File: config.mk
export PLATFORM = sky130hd
export DESIGN_NAME = dec_timer
export DESIGN_NICKNAME = d
export VERILOG_FILES = /design/src/rtl/dec_timer_pkg.sv /design/src/rtl/dec_regif.sv /design/src/rtl/dec_counter.sv /design/src/rtl/dec_ctlstat.sv /design/src/rtl/dec_timer.sv
export SDC_FILE = /design/constraint.sdc
export NUM_CORES = 1
export LEC_CHECK = 0
export BUFFER_PORTS_ARGS = -buffer_cell sky130_fd_sc_hd__buf_2
export CORE_MARGIN = 2
export CORE_UTILIZATION = 40
export CTS_CLUSTER_DIAMETER = 40
export CTS_CLUSTER_SIZE = 24
export DETAILED_ROUTE_END_ITERATION = 10
export SLEW_MARGIN = 0
export SYNTH_ARGS = -nofsm -noshare
export SYNTH_HDL_FRONTEND = slang
export SYNTH_SLANG_ARGS = --single-unit
File: constraint.sdc
create_clock -name clk -period 2.95 [get_ports clk]
set_clock_uncertainty 0.15 [all_clocks]
set_input_delay 0.1475 -clock clk [delete_from_list [all_inputs] [get_ports clk]]
set_output_delay 0.1475 -clock clk [all_outputs]
set_load 0.05 [all_outputs]
File: src/rtl/dec_timer_pkg.sv
package dec_timer_pkg;
  localparam int unsigned DATA_W   = 32;
  localparam int unsigned ADDR_W   = 2;
  localparam int unsigned IE_POS   = 26;
  localparam int unsigned AUTO_POS = 22;
  localparam int unsigned EV_POS   = 27;

  typedef enum logic [ADDR_W-1:0] {
    REG_COUNT  = 2'd0,
    REG_CTRL   = 2'd1,
    REG_STATUS = 2'd2,
    REG_RELOAD = 2'd3
  } dec_reg_e;

  typedef struct packed {
    logic wr_count;
    logic wr_ctrl;
    logic wr_status;
    logic wr_reload;
  } dec_wstb_t;
endpackage

File: src/rtl/dec_regif.sv
module dec_regif
  import dec_timer_pkg::*;
#(
  parameter int unsigned DW = DATA_W
) (
  input  logic              bus_sel,
  input  logic              bus_wr,
  input  logic [ADDR_W-1:0] bus_addr,
  input  logic [DW-1:0]     count_rd,
  input  logic [DW-1:0]     ctrl_rd,
  input  logic [DW-1:0]     status_rd,
  input  logic [DW-1:0]     reload_rd,
  output dec_wstb_t         wstb,
  output logic [DW-1:0]     bus_rdata
);
  logic     wr_any;
  dec_reg_e sel_reg;

  assign wr_any  = bus_sel & bus_wr;
  assign sel_reg = dec_reg_e'(bus_addr);

  always_comb begin
    wstb = '0;
    if (wr_any) begin
      unique case (sel_reg)
        REG_COUNT:  wstb.wr_count  = 1'b1;
        REG_CTRL:   wstb.wr_ctrl   = 1'b1;
        REG_STATUS: wstb.wr_status = 1'b1;
        REG_RELOAD: wstb.wr_reload = 1'b1;
        default:    wstb = '0;
      endcase
    end
  end

  always_comb begin
    unique case (sel_reg)
      REG_COUNT:  bus_rdata = count_rd;
      REG_CTRL:   bus_rdata = ctrl_rd;
      REG_STATUS: bus_rdata = status_rd;
      REG_RELOAD: bus_rdata = reload_rd;
      default:    bus_rdata = '0;
    endcase
  end
endmodule

File: src/rtl/dec_counter.sv
module dec_counter #(
  parameter int unsigned DW = 32
) (
  input  logic          clk,
  input  logic          rst_n,
  input  logic          tick,
  input  logic          auto_rl,
  input  logic          wr_count,
  input  logic          wr_reload,
  input  logic [DW-1:0] wdata,
  output logic [DW-1:0] count_q,
  output logic [DW-1:0] reload_q,
  output logic          expire
);
  localparam logic [DW-1:0] ONE  = {{(DW-1){1'b0}}, 1'b1};
  localparam logic [DW-1:0] ZERO = '0;

  logic [DW-1:0] count_d;
  logic [DW-1:0] reload_d;
  logic          count_en;
  logic          running;

  assign running = (count_q != ZERO);

  // next state: software write beats the strobe
  always_comb begin
    count_d  = count_q;
    count_en = 1'b0;
    expire   = 1'b0;
    if (wr_count) begin
      count_d  = wdata;
      count_en = 1'b1;
    end else if (tick && running) begin
      count_en = 1'b1;
      if (count_q == ONE) begin
        expire  = 1'b1;
        count_d = auto_rl ? reload_q : ZERO;
      end else begin
        count_d = count_q - ONE;
      end
    end
  end

  assign reload_d = wdata;

  always_ff @(posedge clk or negedge rst_n) begin
    if (!rst_n) begin
      count_q <= '0;
    end else if (count_en) begin
      count_q <= count_d;
    end
  end

  always_ff @(posedge clk or negedge rst_n) begin
    if (!rst_n) begin
      reload_q <= '0;
    end else if (wr_reload) begin
      reload_q <= reload_d;
    end
  end
endmodule

File: src/rtl/dec_ctlstat.sv
module dec_ctlstat #(
  parameter int unsigned DW       = 32,
  parameter int unsigned IE_BIT   = 26,
  parameter int unsigned AUTO_BIT = 22,
  parameter int unsigned EV_BIT   = 27
) (
  input  logic          clk,
  input  logic          rst_n,
  input  logic          wr_ctrl,
  input  logic          wr_status,
  input  logic          ie_wd,
  input  logic          auto_wd,
  input  logic          clr_wd,
  input  logic          expire,
  input  logic          glob_ie,
  output logic          ie_q,
  output logic          auto_q,
  output logic          ev_q,
  output logic          clr_ev,
  output logic [DW-1:0] ctrl_rd,
  output logic [DW-1:0] status_rd,
  output logic          irq_o
);
  logic ie_d;
  logic auto_d;
  logic ev_d;
  logic ev_en;

  assign clr_ev = wr_status & clr_wd;

  always_comb begin
    ie_d   = ie_wd;
    auto_d = auto_wd;
  end

  // hardware set dominates the mask clear
  always_comb begin
    ev_en = expire | clr_ev;
    if (expire) begin
      ev_d = 1'b1;
    end else begin
      ev_d = 1'b0;
    end
  end

  always_ff @(posedge clk or negedge rst_n) begin
    if (!rst_n) begin
      ie_q   <= 1'b0;
      auto_q <= 1'b0;
    end else if (wr_ctrl) begin
      ie_q   <= ie_d;
      auto_q <= auto_d;
    end
  end

  always_ff @(posedge clk or negedge rst_n) begin
    if (!rst_n) begin
      ev_q <= 1'b0;
    end else if (ev_en) begin
      ev_q <= ev_d;
    end
  end

  always_comb begin
    ctrl_rd           = '0;
    ctrl_rd[IE_BIT]   = ie_q;
    ctrl_rd[AUTO_BIT] = auto_q;
  end

  always_comb begin
    status_rd         = '0;
    status_rd[EV_BIT] = ev_q;
  end

  assign irq_o = ev_q & ie_q & glob_ie;
endmodule

File: src/rtl/dec_timer.sv
module dec_timer
  import dec_timer_pkg::*;
#(
  parameter int unsigned DW       = DATA_W,
  parameter int unsigned IE_BIT   = IE_POS,
  parameter int unsigned AUTO_BIT = AUTO_POS,
  parameter int unsigned EV_BIT   = EV_POS
) (
  input  logic              clk,
  input  logic              rst_n,
  input  logic              bus_sel,
  input  logic              bus_wr,
  input  logic [ADDR_W-1:0] bus_addr,
  input  logic [DW-1:0]     bus_wdata,
  output logic [DW-1:0]     bus_rdata,
  input  logic              tick,
  input  logic              glob_ie,
  output logic              irq_o
);
  dec_wstb_t     wstb;
  logic [DW-1:0] count_val;
  logic [DW-1:0] reload_val;
  logic [DW-1:0] ctrl_rd;
  logic [DW-1:0] status_rd;
  logic          expire;
  logic          ie_val;
  logic          auto_val;
  logic          ev_val;
  logic          clr_ev;

  dec_regif #(.DW(DW)) u_regif (
    .bus_sel   (bus_sel),
    .bus_wr    (bus_wr),
    .bus_addr  (bus_addr),
    .count_rd  (count_val),
    .ctrl_rd   (ctrl_rd),
    .status_rd (status_rd),
    .reload_rd (reload_val),
    .wstb      (wstb),
    .bus_rdata (bus_rdata)
  );

  dec_counter #(.DW(DW)) u_counter (
    .clk       (clk),
    .rst_n     (rst_n),
    .tick      (tick),
    .auto_rl   (auto_val),
    .wr_count  (wstb.wr_count),
    .wr_reload (wstb.wr_reload),
    .wdata     (bus_wdata),
    .count_q   (count_val),
    .reload_q  (reload_val),
    .expire    (expire)
  );

  dec_ctlstat #(
    .DW       (DW),
    .IE_BIT   (IE_BIT),
    .AUTO_BIT (AUTO_BIT),
    .EV_BIT   (EV_BIT)
  ) u_ctlstat (
    .clk       (clk),
    .rst_n     (rst_n),
    .wr_ctrl   (wstb.wr_ctrl),
    .wr_status (wstb.wr_status),
    .ie_wd     (bus_wdata[IE_BIT]),
    .auto_wd   (bus_wdata[AUTO_BIT]),
    .clr_wd    (bus_wdata[EV_BIT]),
    .expire    (expire),
    .glob_ie   (glob_ie),
    .ie_q      (ie_val),
    .auto_q    (auto_val),
    .ev_q      (ev_val),
    .clr_ev    (clr_ev),
    .ctrl_rd   (ctrl_rd),
    .status_rd (status_rd),
    .irq_o     (irq_o)
  );
endmodule

==> results <==
- The flow ran to the end, and the final reports show no timing, DRC or antenna violations.
- The repair_antennas step left the layout with diodes totalling 0.
- The overall power after layout is roughly 0.0038 W.
- The number of antenna violations at the first check in global routing is 0.
- The launching element type of the critical path is a register.
- The mapped netlist covers 4500 um2.
- The finished cells cover slightly below 6000 um2.
- The worst setup path is captured at a register.
- The H-tree depth is 3.
- The total routed wirelength is 15,900 um.
- The remaining global-route overflow is 0.
- The clock reaches the later pin of the worst-skew pair after 340 ps.
- For this run, the register share of the synthesized area comes to 37.2%.
- The clock tree from TritonCTS is done.
- Cells fill 53.6% of the core in the end.
- The number of buffers created by CTS is 9.
- The relative area change from synthesis to final layout is 30.1%.
- The most instantiated library cell after synthesis is dfrtp_1.
- Entering global routing, the biggest net connects 33 pins.
- Traced cell by cell, the critical path runs through or2_4 > or4_1 > or3_1 > and4_4 > o31ai_1 > a21oi_1.
- The arrival time of data at the critical path endpoint is ~2800 ps.
- The first global-routing pass estimated 25,200 um of wire.
- Summing all flip-flop and latch instances after layout gives 1680 um2.
- In this design, the stage delay of the slowest critical-path cell is 620 ps.
- The master of the slowest instance on the critical path is or4_1.
- The total placed instance area is 5240 um2.
- The overall routing resource usage is 27.4%.
- Setup total negative slack on the finished layout was measured at 0 ps.
- After detailed routing, the number of remaining DRC violations is 0.
- The die is between 100 and 150 um tall.
- IR analysis of the VDD net gives a maximum drop of about 0.42 mV.
- The multi-input logic area is 2660 um2.
- For this run, the top clock speed supported by timing is between 300 and 400 MHz.
- The post-detailed-route count of antenna-violating nets is 0.
- Setup violations remaining at the end of the flow were counted as 0.
- The biggest area contributor in the post-synthesis netlist is dfrtp_1.
- The net count of the finished layout is 659.
- The number of iterations in the first detailed-routing pass is 4.
- Of all nets on the critical path, the largest fanout is 10.
- Gates resized during post-CTS repair numbered 0.
- The analysis attributes to cell leakage a power of 2.48 nW.
- The number of warning messages in the yosys log is 0.
- From left edge to right edge, the die measures around 110 um.
- Setup repair after global routing left no endpoint under its margin.
- In this run, synthesis produced a sequential element count of 67.
- After detailed routing, the average wire length per cell comes to 20.8 um.
- For this design the ratio of total power to cell area is between 600 and 700 nW/um2.
- Across all layers, the routed design uses roughly 4,600 vias.
- The share of final-layout standard cells stronger than drive strength 1 is 30.7%.
- The overall die area is approximately 12,000 um2.
- The clock period could shrink to between 2000 and 3000 ps.
- After detailed routing, the number of vias per cell comes to about 6.0.
- The mean instance size in the synthesized netlist is 9.15 um2.
- In this run the clock root is driven by a clkbuf_16.
- Ranked by total cell area, the synthesized netlist is headed by dfrtp_1 (37%), mux2_2 (9.0%), a22o_1 (5.8%), nand2_1 (3.6%), nor2_1 (3.3%).
- The number of hold violations in the final report is 0.
- The initial standard-cell utilization of the core is 41.2%.
- The total of buffers placed on input and output ports is slightly above 70.
- The number of max-cap violations is 0.
- The number of clock sinks is 67.
- The relative slew slack is 53.6%.
- The filler cells instantiated in the layout total roughly 1,000.
- The worst setup path is of the register to register kind.
- For the pin with the worst max-slew slack, the measured transition is between 600 and 700 ps.
- For this run, the leading register cell type out of synthesis is dfrtp_1.
- The synthesized instance count is a little under 500.
- The share of synthesized area in the top cell type comes to 37.2%.
- The number of top-level pins is 73.
- The worst hold path belongs to the class input pin to register.
- The area of the core region is between 10,000 and 15,000 um2.
- The number of nets in the synthesized netlist is 534.
- In this run the core area contains 38 standard-cell rows.
- The number of buffers inserted to repair setup after CTS is 0.
- Detailed placement ended at an HPWL of 11,500 um.
- The count of pins over their slew limit was 0.
- The clock slew at the register clock pins of the worst setup and hold paths is 50 ps.
- STA puts the critical path data required time at 3020 ps.
- For this run, asynchronously set or reset flops after synthesis account for 100%.
- After synthesis, the most frequently instantiated cells are dfrtp_1 (67), nand2_1 (43), nor2_1 (40).
- For this block, the initial DRC count from the detailed router was 282.
- The count of hold-fix buffers inserted at cts is 33.
- The portion of the clock cycle consumed by the worst path in the final layout is 92.1%.
- After synthesis, the netlist uses 68 different library cells.
- The number of buffers on the longest clock path is 2.
- The routability congestion estimate is roughly 0.95.
- The number of synthesized flops with an enable pin is 0.
- The via count of the first global-routing pass is ~4,600.
[critical path, delay by kind of cell (launching register included)]
kind / cells / cell delay (ps)
flip-flops: 1 / 400
AO/OA/AOI/OAI: 2 / 300
AND/OR/NAND/NOR: 4 / 1740
[flip-flops by register name, summed over array words and instances, names as in the netlist]
register,flops
u_counter.reload_q,32
u_ctlstat.ev_q,1
u_ctlstat.auto_q,1
u_counter.count_q,32
u_ctlstat.ie_q,1
[cell type report]
class | instances | share of cell area [%]
tap | 140 | 2.99
multi-input combinational | 385 | 45.4
sequential | 67 | 28.6
inverter | 4 | 0.256
clock buffer | 15 | 4.91
timing repair buffer | 150 | 17.8
clock inverter | 1 | 0.0854
[cells by family after synthesis]
family / Yosys count / share of synthesized area, %
muxes: 39 / 9.67
and+or+nand+nor: 179 / 21.9
buffers and inverters: 40 / 3.92
AOI/OAI and AO/OA: 150 / 23.8
DFF: 67 / 37.2
adders and majority gates: 2 / 0.556
xor gates and xnor gates: 15 / 2.92
[per-layer routing]
metal  vias to the layer above  routed length [um]  global-route usage (%)
li1                       2133                   -                       -
met1                      2274                7480                    38.3
met2                       132                7500                    44.2
met3                        14                 697                    3.88
met4                         0                 201                    8.21
met5                         -                   0                       0
[placed cells by master (no fill, tap or decap), types with 8 or more instances in the layout]
cell and count:
a211oi_1 8, a21oi_1 28, a22o_1 30, buf_2 72
buf_4 44, clkbuf_16 9, dfrtp_1 67, dlygate4sd3_1 33
mux2_2 36, nand2_1 43, nand3_1 15, nand4_1 14
nor2_1 39, nor3_1 17, o21ai_0 26, o31ai_1 9
xor2_1 8
[metrics by stage]
stage,setup WS [ps],hold slack (ps),std cells
2_1_floorplan,517,-298,492
3_3_place_gp,265,-43.9,713
3_5_place_dp,242,-43.7,713
4_1_cts,232,31.1,762
5_1_grt,107,82.7,762
6_report,233,43.6,762
[path summary, 6_finish.rpt]
path	slack [ps]	endpoint	cells past startpoint	from
max in group asynchronous	1770	u_counter.reload_q[20]	3	rst_n
min in group asynchronous	120	u_counter.reload_q[8]	2	rst_n
max reg2reg	230	u_counter.count_q[31]	6	u_counter.count_q[28]
min reg2reg	390	u_counter.reload_q[23]	1	u_counter.reload_q[23]
max	230	u_counter.count_q[31]	6	u_counter.count_q[28]
min	40	u_ctlstat.ev_q	4	bus_addr[1]
[power breakdown]
| group | internal [W] | switching (W) |
|---|---|---|
| clock | 0.000660 | 0.000396 |
| sequential | 0.00115 | 0.000335 |
| combinational | 0.000550 | 0.000757 |
| total | 0.00236 | 0.00149 |
No activity file was read; power rests on OpenSTA's default activity.
